--- src/rtl/srf_pkg.sv ---
package srf_pkg;

  // Pair codes (high byte first)
  localparam logic [2:0] PC_AF   = 3'd0;
  localparam logic [2:0] PC_BC   = 3'd1;
  localparam logic [2:0] PC_DE   = 3'd2;
  localparam logic [2:0] PC_HL   = 3'd3;
  localparam logic [2:0] PC_IX   = 3'd4;
  localparam logic [2:0] PC_IY   = 3'd5;
  localparam logic [2:0] PC_SP   = 3'd6;
  localparam logic [2:0] PC_NONE = 3'd7;

  // Stack-load source codes
  localparam logic [1:0] SPS_HL   = 2'd0;
  localparam logic [1:0] SPS_IX   = 2'd1;
  localparam logic [1:0] SPS_IY   = 2'd2;
  localparam logic [1:0] SPS_NONE = 2'd3;

  // Physical storage layout
  localparam int NUM_BANK  = 2;
  localparam int GRP_SLOTS = 3;
  localparam int E_AF0     = 0;
  localparam int E_GRP0    = E_AF0 + NUM_BANK;
  localparam int E_IX      = E_GRP0 + NUM_BANK * GRP_SLOTS;
  localparam int E_IY      = E_IX + 1;
  localparam int E_SP      = E_IY + 1;
  localparam int NENT      = E_SP + 1;
  localparam int IDX_W     = $clog2(NENT);

  typedef struct packed {
    logic       af;    // active accumulator/flags bank
    logic       grp;   // active general bank
    logic [1:0] dehl;  // per-bank DE/HL swap state
  } bank_t;

  function automatic logic [IDX_W-1:0] grp_entry(input logic bank, input logic [1:0] slot);
    return IDX_W'(E_GRP0) + (bank ? IDX_W'(GRP_SLOTS) : IDX_W'(0)) + IDX_W'(slot);
  endfunction

  // Map an architectural pair name to its physical word under a bank state
  function automatic logic [IDX_W-1:0] pair_entry(input bank_t b, input logic [2:0] code);
    logic sw;
    sw = b.dehl[b.grp];
    case (code)
      PC_AF:   return b.af ? IDX_W'(E_AF0 + 1) : IDX_W'(E_AF0);
      PC_BC:   return grp_entry(b.grp, 2'd0);
      PC_DE:   return grp_entry(b.grp, sw ? 2'd2 : 2'd1);
      PC_HL:   return grp_entry(b.grp, sw ? 2'd1 : 2'd2);
      PC_IX:   return IDX_W'(E_IX);
      PC_IY:   return IDX_W'(E_IY);
      default: return IDX_W'(E_SP);
    endcase
  endfunction

endpackage

--- src/rtl/srf_bank_ctl.sv ---
module srf_bank_ctl
  import srf_pkg::*;
(
  input  logic  clk,
  input  logic  rst_n,
  input  logic  xchg_af,
  input  logic  xchg_bank,
  input  logic  xchg_dehl,
  output bank_t cur_o,
  output bank_t nxt_o
);

  bank_t cur_q, nxt;

  always_comb begin
    nxt      = cur_q;
    nxt.af   = cur_q.af ^ xchg_af;
    nxt.grp  = cur_q.grp ^ xchg_bank;
    if (xchg_dehl)
      nxt.dehl[nxt.grp] = ~cur_q.dehl[nxt.grp];
  end

  always_ff @(posedge clk) begin
    if (!rst_n) cur_q <= '0;
    else        cur_q <= nxt;
  end

  assign cur_o = cur_q;
  assign nxt_o = nxt;

endmodule

--- src/rtl/srf_storage.sv ---
module srf_storage #(
  parameter int DW   = 8,
  parameter int NENT = 11,
  parameter int NWP  = 3,
  parameter int IW   = 4
) (
  input  logic                   clk,
  input  logic                   rst_n,
  input  logic [NWP-1:0]         we_hi,
  input  logic [NWP-1:0]         we_lo,
  input  logic [NWP*IW-1:0]      widx,
  input  logic [NWP*2*DW-1:0]    wdata,
  output logic [NENT*2*DW-1:0]   q_flat
);

  localparam int PW = 2 * DW;

  for (genvar e = 0; e < NENT; e++) begin : g_ent
    logic [PW-1:0] q, d;

    // Higher-numbered write ports win on the same byte
    always_comb begin
      d = q;
      for (int p = 0; p < NWP; p++) begin
        if (widx[p*IW +: IW] == IW'(e)) begin
          if (we_hi[p]) d[PW-1:DW] = wdata[p*PW+DW +: DW];
          if (we_lo[p]) d[DW-1:0]  = wdata[p*PW +: DW];
        end
      end
    end

    always_ff @(posedge clk) begin
      if (!rst_n) q <= '0;
      else        q <= d;
    end

    assign q_flat[e*PW +: PW] = q;
  end

endmodule

--- src/rtl/shadow_regfile.sv ---
module shadow_regfile
  import srf_pkg::*;
#(
  parameter int DW = 8
) (
  input  logic            clk,
  input  logic            rst_n,
  input  logic [2:0]      rd8_sel,
  output logic [DW-1:0]   rd8_data,
  input  logic [2:0]      rd16_sel,
  output logic [2*DW-1:0] rd16_data,
  input  logic            wr8_en,
  input  logic [2:0]      wr8_sel,
  input  logic [DW-1:0]   wr8_data,
  input  logic            wr16_en,
  input  logic [2:0]      wr16_sel,
  input  logic [2*DW-1:0] wr16_data,
  input  logic            xchg_af,
  input  logic            xchg_bank,
  input  logic            xchg_dehl,
  input  logic            sp_load_en,
  input  logic [1:0]      sp_load_src
);

  localparam int PW    = 2 * DW;
  localparam int NWP   = 3;      // 0: pair, 1: stack load, 2: byte
  localparam int WP_PR = 0;
  localparam int WP_SP = 1;
  localparam int WP_BY = 2;

  bank_t bank_cur, bank_nxt;
  logic [NENT*PW-1:0]  q_flat;
  logic [NWP-1:0]      we_hi, we_lo;
  logic [NWP*IDX_W-1:0] widx;
  logic [NWP*PW-1:0]   wdata;

  srf_bank_ctl u_bank (
    .clk       (clk),
    .rst_n     (rst_n),
    .xchg_af   (xchg_af),
    .xchg_bank (xchg_bank),
    .xchg_dehl (xchg_dehl),
    .cur_o     (bank_cur),
    .nxt_o     (bank_nxt)
  );

  srf_storage #(.DW(DW), .NENT(NENT), .NWP(NWP), .IW(IDX_W)) u_store (
    .clk    (clk),
    .rst_n  (rst_n),
    .we_hi  (we_hi),
    .we_lo  (we_lo),
    .widx   (widx),
    .wdata  (wdata),
    .q_flat (q_flat)
  );

  // Reads: current mapping, current contents
  logic [IDX_W-1:0] rd16_idx, rd8_idx;
  logic [PW-1:0]    rd8_word;

  always_comb begin
    rd16_idx  = pair_entry(bank_cur, rd16_sel);
    rd16_data = (rd16_sel == PC_NONE) ? '0 : q_flat[int'(rd16_idx)*PW +: PW];
    rd8_idx   = pair_entry(bank_cur, {1'b0, rd8_sel[2:1]});
    rd8_word  = q_flat[int'(rd8_idx)*PW +: PW];
    rd8_data  = rd8_sel[0] ? rd8_word[DW-1:0] : rd8_word[PW-1:DW];
  end

  // Stack-load source: value before this cycle's exchanges and writes
  logic [IDX_W-1:0] sp_src_idx;
  logic             sp_go;

  always_comb begin
    case (sp_load_src)
      SPS_IX:  sp_src_idx = IDX_W'(E_IX);
      SPS_IY:  sp_src_idx = IDX_W'(E_IY);
      default: sp_src_idx = pair_entry(bank_cur, PC_HL);
    endcase
    sp_go = sp_load_en && (sp_load_src != SPS_NONE);
  end

  // Write ports: targets resolved with the post-exchange mapping
  logic pr_go;
  assign pr_go = wr16_en && (wr16_sel != PC_NONE);

  always_comb begin
    we_hi[WP_PR] = pr_go;
    we_lo[WP_PR] = pr_go;
    widx[WP_PR*IDX_W +: IDX_W] = pair_entry(bank_nxt, wr16_sel);
    wdata[WP_PR*PW +: PW]      = wr16_data;

    we_hi[WP_SP] = sp_go;
    we_lo[WP_SP] = sp_go;
    widx[WP_SP*IDX_W +: IDX_W] = IDX_W'(E_SP);
    wdata[WP_SP*PW +: PW]      = q_flat[int'(sp_src_idx)*PW +: PW];

    we_hi[WP_BY] = wr8_en && !wr8_sel[0];
    we_lo[WP_BY] = wr8_en &&  wr8_sel[0];
    widx[WP_BY*IDX_W +: IDX_W] = pair_entry(bank_nxt, {1'b0, wr8_sel[2:1]});
    wdata[WP_BY*PW +: PW]      = {wr8_data, wr8_data};
  end

endmodule

--- config.mk ---
export PLATFORM = sky130hd
export DESIGN_NAME = shadow_regfile
export DESIGN_NICKNAME = d
export VERILOG_FILES = /design/src/rtl/srf_pkg.sv /design/src/rtl/srf_bank_ctl.sv /design/src/rtl/srf_storage.sv /design/src/rtl/shadow_regfile.sv
export SDC_FILE = /design/constraint.sdc
export NUM_CORES = 1
export LEC_CHECK = 0
export ABC_AREA = 1
export BUFFER_PORTS_ARGS = -buffer_cell sky130_fd_sc_hd__buf_2
export CAP_MARGIN = 20
export CORE_MARGIN = 2
export CORE_UTILIZATION = 45
export CTS_BUF_LIST = sky130_fd_sc_hd__clkbuf_2 sky130_fd_sc_hd__clkbuf_4 sky130_fd_sc_hd__clkbuf_8
export DETAILED_ROUTE_END_ITERATION = 6
export GPL_TIMING_DRIVEN = 0
export SLEW_MARGIN = 30
export SYNTH_ARGS = -nofsm -noshare
export SYNTH_HDL_FRONTEND = slang
export SYNTH_SLANG_ARGS = --single-unit
--- constraint.sdc ---
create_clock -name clk -period 7.9 [get_ports clk]
set_input_delay 2.37 -clock clk [delete_from_list [all_inputs] [get_ports clk]]
set_output_delay 2.37 -clock clk [all_outputs]
set_load 0.05 [all_outputs]
==> impl_metrics.env, run 1 <==
export IMPL_status="complete, no violations"
export IMPL_drive_gt1_share_pct=9.94
export IMPL_drtIter0Drc=2786
export IMPL_drc=0
export IMPL_drtPass1Iterations=7
export IMPL_synth_compound_area_share_pct=27.2
export IMPL_timing_final_crit_share_pct=97.0
export IMPL_crit_type="in -> out"
export IMPL_rows=61
export IMPL_synthTopCellsByArea="dfxtp_1 (28%), nand2_1 (14%), a21oi_1 (7.1%)"
export IMPL_core_area_um2=27800
export IMPL_grt_use_total_pct=46.0
export IMPL_synth_top_family_by_area="simple AND/OR/NAND/NOR gates"
export IMPL_drv_cap=0
export IMPL_syn_area_um2=12700
export IMPL_io_buffers=65
export IMPL_cp_required_ns=5.53
export IMPL_hold_path_class="reg -> reg"
export IMPL_synth_fp_nets=2093
export IMPL_cts_hold_buf=0
export IMPL_grt_max_degree=19
export IMPL_grt_overflow_total=0
export IMPL_min_from="u_store.g_ent[8].q[5]"
export IMPL_tritoncts="built"
export IMPL_synth_edf_count=0
export IMPL_fill_cells=3015
export IMPL_final_max_slew_viol_count=0
export IMPL_vias_per_cell=6.53
export IMPL_place_ws_ns=0.393
export IMPL_power_density_nw_per_um2=193
export IMPL_root_buffer="clkbuf_8"
export IMPL_nets=2177
export IMPL_synth_ff_type="dfxtp_1"
export IMPL_cts_resized=0
export IMPL_max_slew_margin_pct=36.4
export IMPL_netlist_area_leader_share_pct=28.4
export IMPL_r2r_start="u_bank.cur_o[2]"
export IMPL_hpwl_um=51500
export IMPL_insertion_delay_ns=0.52
export IMPL_tightest_slew_ns=0.949
export IMPL_ir_worst_vdd_mv=0.153
export IMPL_rsz0062_at_grt="false"
export IMPL_async_reset_ff_share_pct=0
export IMPL_cp_startpoint="rd16_sel[2]"
export IMPL_multi_input_area_um2=7670
export IMPL_grt_pass1_wl_um=97100
export IMPL_syn_mean_instance_area_um2=6.21
export IMPL_synth_seq_cells=180
export IMPL_finalWirelength_um=68200
export IMPL_arrival_ns=5.30
export IMPL_clock_skew_ns=0.0216
export IMPL_die_w_um=172
export IMPL_initial_core_util_pct=45.7
export IMPL_vias=16500
export IMPL_finalWeightedCongestion=1.06
export IMPL_ys_seq_area_share_pct=28.4
export IMPL_timing_final_ws_setup_ns=0.234
export IMPL_grt_antenna_before_repair=2
export IMPL_pin_count=70
export IMPL_cts_clk_slew_worst_paths_ns=0.11
export IMPL_finalSetupViolCount=0
export IMPL_regArea_um2=3600
export IMPL_wire_per_inst_um=27.1
export IMPL_numCtsBuffers=17
export IMPL_grt_pass1_vias=14700
export IMPL_clkSinkCount=180
export IMPL_cts_setup_buffers=0
export IMPL_yosys_area_share_adder_pct=0.197
export IMPL_tns_ns=0
export IMPL_yosys_area_top_type="dfxtp_1"
export IMPL_dieArea_um2=29600
export IMPL_synth_common_cells="nand2_1 (463), nor2_1 (219), dfxtp_1 (180)"
export IMPL_synth_most_common_cell="nand2_1"
export IMPL_end_kind="output pin"
export IMPL_hold_viol=0
export IMPL_path_max_fanout=10
export IMPL_fmax_ghz=0.130
export IMPL_yosysWarningCount=0
export IMPL_total_leakage_power_nw=5.76
export IMPL_worstSetupStartpointType="input port"
export IMPL_netlist_cell_type_count=39
export IMPL_synth_mux_area_share_pct=0
export IMPL_synthSimpleGateAreaFrac_pct=32.7
export IMPL_areaGrowthSynthToFinish_pct=9.71
export IMPL_antenna_left=0
export IMPL_antenna_diode_count=0
export IMPL_synth_xor_area_share_pct=0.207
export IMPL_die_y_um=172
export IMPL_fin_crit_ns=7.67
export IMPL_clockBufferDepth=2
export IMPL_cts_max_level=4
export IMPL_syn_instance_count=2045
## kinds of logic (layout without fill, tap and decap cells)
family,after synthesis,count (layout)
AO/OA/AOI/OAI,574,574
flip-flops,180,180
AND/OR/NAND/NOR,942,942
buffers and inverters,344,441
adder cells (fa/ha/maj),2,2
XOR/XNOR,3,3
## layout by cell type (no fill, tap or decap), types with 13 or more instances in the layout
cell type    n
inv_2       13
a221oi_1    63
o211ai_1    84
o221ai_1    15
dfxtp_1    180
nand4_1    118
nor2_1     219
nand2_1    463
o21ai_1     21
buf_2      127
clkinv_1    26
o22ai_1     17
clkbuf_8    17
clkbuf_1    81
a22oi_1     17
inv_1      144
nand3_1    110
a21oi_1    178
o21ai_0    171
## power by group
part	total (W)	internal, W	switching [W]
combinational	0.000968	0.000240	0.000728
sequential	0.000999	0.000948	0.0000510
clock	0.000717	0.000295	0.000422
total	0.00268	0.00148	0.00120
## path summary, 6_finish.rpt
path | slack [ns] | end | depth (start not counted)
worst max-delay path | 0.23 | rd16_data[5] | 15
worst min-delay path | 0.50 | u_store.g_ent[8].q[5] | 2
worst max register to register | 5.12 | u_store.g_ent[10].q[11] | 15
worst min register to register | 0.50 | u_store.g_ent[8].q[5] | 2
## metrics by stage
| stage | hold WS (ns) | cells | total power (W) | cell area (um2) | utilization [%] |
|---|---|---|---|---|---|
| after floorplan | 0.452 | 2045 | 0.00160 | 12700 | - |
| after global placement | 0.468 | 2488 | 0.00193 | 13500 | 48.6 |
| after detailed placement | 0.473 | 2488 | 0.00194 | 13500 | 48.6 |
| after CTS | 0.495 | 2520 | 0.00263 | 13900 | 50.1 |
| after global routing | 0.513 | 2520 | 0.00277 | 13900 | 50.1 |
| final | 0.496 | 2520 | 0.00268 | 13900 | 50.1 |
## state kept, by name (all words and copies together), names as in the netlist
name	cells
u_store.g_ent.q	176
u_bank.cur_o	4
## cell type report
class / count / area share [%]
buffer: 161 / 5.32
timing repair buffer: 65 / 2.34
tap: 378 / 3.40
multi-input combinational: 1521 / 55.1
inverter: 183 / 4.93
clock buffer: 17 / 1.68
clock inverter: 15 / 1.37
sequential: 180 / 25.9
## worst max-delay path, stage by stage
cell      delay, ns
buf_2          0.17
inv_1          0.08
buf_2          0.26
nand3_1        0.17
nand2_1        0.10
o21ai_1        0.06
nand2_1        0.35
buf_4          0.28
clkbuf_1       0.48
o21ai_0        0.22
nand3_1        0.22
nand3_1        0.16
nand2_1        0.13
inv_1          0.04
buf_2          0.20
## layer usage
| layer | GRT usage, % | wire, um | vias to the layer above |
|---|---|---|---|
| li1 | - | - | 7247 |
| met1 | 60.7 | 26300 | 7701 |
| met2 | 65.9 | 27600 | 1231 |
| met3 | 12.1 | 9120 | 274 |
| met4 | 30.3 | 5180 | 0 |
| met5 | 0 | 0 | - |
Power figures use the tool's default switching activity.
==> run 2: changes to the inputs <==
- CORE_UTILIZATION: 45 -> 50
- PLACE_DENSITY: default -> 0.67
==> impl_metrics.env, run 2 (same netlist as run 1, synthesis figures left out) <==
export IMPL_end_kind="output pin"
export IMPL_vias=16600
export IMPL_mostFrequentLayoutCells="nand2_1 (463), nor2_1 (219), dfxtp_1 (180)"
export IMPL_grt_use_total_pct=49.2
export IMPL_ir_worst_vdd_mv=0.147
export IMPL_grt_antenna_before_repair=1
export IMPL_nets=2177
export IMPL_status="finished, violations left"
export IMPL_cts_clk_slew_worst_paths_ns=0.13
export IMPL_crit_type="in -> out"
export IMPL_drv_cap=0
export IMPL_grt_overflow_total=0
export IMPL_cts_setup_buffers=0
export IMPL_final_max_slew_viol_count=0
export IMPL_finalWeightedCongestion=1.03
export IMPL_grt_pass1_wl_um=95100
export IMPL_tns_ns=0
export IMPL_timing_final_crit_share_pct=96.6
export IMPL_die_y_um=163
export IMPL_largest_reg_flops=176
export IMPL_fill_cells=2589
export IMPL_cts_max_level=4
export IMPL_path_max_fanout=10
export IMPL_drtPass1Iterations=7
export IMPL_hold_path_class="reg -> reg"
export IMPL_fmax_ghz=0.131
export IMPL_fin_crit_ns=7.63
export IMPL_place_ws_ns=0.469
export IMPL_vias_per_cell=6.69
export IMPL_areaGrowthSynthToFinish_pct=9.58
export IMPL_arrival_ns=5.26
export IMPL_root_buffer="clkbuf_8"
export IMPL_numCtsBuffers=17
export IMPL_power_density_nw_per_um2=196
export IMPL_clockBufferDepth=2
export IMPL_cts_hold_buf=0
export IMPL_hpwl_um=50100
export IMPL_timing_final_ws_setup_ns=0.268
export IMPL_clkSinkCount=180
export IMPL_rows=58
export IMPL_drive_gt1_share_pct=9.90
export IMPL_mostFrequentLayoutCell="nand2_1"
export IMPL_rsz0062_at_grt="false"
export IMPL_grt_pass1_vias=14700
export IMPL_hold_viol=0
export IMPL_core_area_um2=25000
export IMPL_finalSetupViolCount=0
export IMPL_clock_skew_ns=0.0373
export IMPL_total_leakage_power_nw=5.77
export IMPL_utilization_pct=55.6
export IMPL_wire_per_inst_um=26.9
export IMPL_violations="DRC"
export IMPL_tightest_slew_ns=0.977
export IMPL_antenna_left=0
export IMPL_pin_count=70
export IMPL_max_slew_margin_pct=34.8
export IMPL_initial_core_util_pct=50.7
export IMPL_finalWirelength_um=66700
export IMPL_insertion_delay_ns=0.52
export IMPL_drtIter0Drc=2590
export IMPL_io_buffers=65
export IMPL_top_register="u_store.g_ent.q"
export IMPL_die_w_um=163
export IMPL_dieArea_um2=26700
export IMPL_drc=31
export IMPL_tritoncts="built"
export IMPL_worstSetupStartpointType="input port"
export IMPL_cts_resized=0
export IMPL_grt_max_degree=24
export IMPL_cp_required_ns=5.53
run 2: cell count changes in the layout (fill, tap and decap cells not counted):
| cell | before | now |
|---|---|---|
| clkinv_8 | 2 | 6 |
| clkbuf_2 | 2 | 1 |
| clkinv_4 | 3 | 0 |
| clkbuf_1 | 81 | 82 |
| inv_8 | 3 | 2 |
| diode_2 | 0 | 5 |
| clkinv_2 | 1 | 0 |
| clkinvlp_4 | 2 | 0 |
| bufinv_16 | 2 | 0 |
| inv_16 | 0 | 1 |
| inv_12 | 0 | 4 |
run 2: cell type report:
| type | count | area (um2) | area share, % |
|---|---|---|---|
| Multi-Input combinational cell | 1521 | 7670 | 55.2 |
| Sequential cell | 180 | 3600 | 25.9 |
| Buffer | 161 | 739 | 5.32 |
| Inverter | 183 | 687 | 4.94 |
| Tap cell | 330 | 413 | 2.97 |
| Timing Repair Buffer | 65 | 325 | 2.34 |
| Clock buffer | 17 | 234 | 1.68 |
| Clock inverter | 15 | 223 | 1.60 |
| Antenna cell | 5 | 12.5 | 0.0899 |
run 2: worst max-delay path, cell delays in order:
cell,delay [ns]
buf_2,0.17
inv_1,0.09
buf_2,0.25
nand3_1,0.16
nand2_1,0.10
o21ai_1,0.06
nand2_1,0.34
buf_4,0.26
clkbuf_1,0.50
o21ai_0,0.22
nand3_1,0.18
nand3_1,0.15
nand2_1,0.14
inv_1,0.05
buf_2,0.20
run 2: power breakdown:
part	internal, W	leakage, nW	switching, W
Clock	0.000262	0.224	0.000509
Combinational	0.000240	4.08	0.000719
Sequential	0.000949	1.46	0.0000521
run 2: path summary, 6_finish.rpt:
check / startpoint / to / slack, ns / cells after the start
worst max-delay path: rd16_sel[2] / rd16_data[5] / 0.27 / 15
worst min-delay path: u_store.g_ent[2].q[10] / u_store.g_ent[2].q[10] / 0.50 / 2
worst min register to register: u_store.g_ent[2].q[10] / u_store.g_ent[2].q[10] / 0.50 / 2
worst max register to register: u_bank.cur_o[2] / u_store.g_ent[10].q[5] / 4.80 / 13
run 2: stage by stage:
step	cell area, um2	hold slack [ns]	power, W	cells
finish	13900	0.497	0.00273	2477
detailed placement	13400	0.477	0.00192	2440
CTS	13900	0.496	0.00266	2472
floorplan	12700	0.452	0.00160	2045
global route	13900	0.510	0.00279	2472
global placement	13400	0.467	0.00192	2440
run 2: per-layer routing:
| metal | vias up | routed length (um) | share of wire, % | track usage, % |
|---|---|---|---|---|
| met5 | - | 0 | 0 | 0 |
| met1 | 7686 | 24200 | 36 | 60.9 |
| li1 | 7256 | - | - | - |
| met2 | 1320 | 26700 | 40 | 69.3 |
| met3 | 321 | 10300 | 15 | 20.0 |
| met4 | 0 | 5480 | 8.2 | 33.5 |
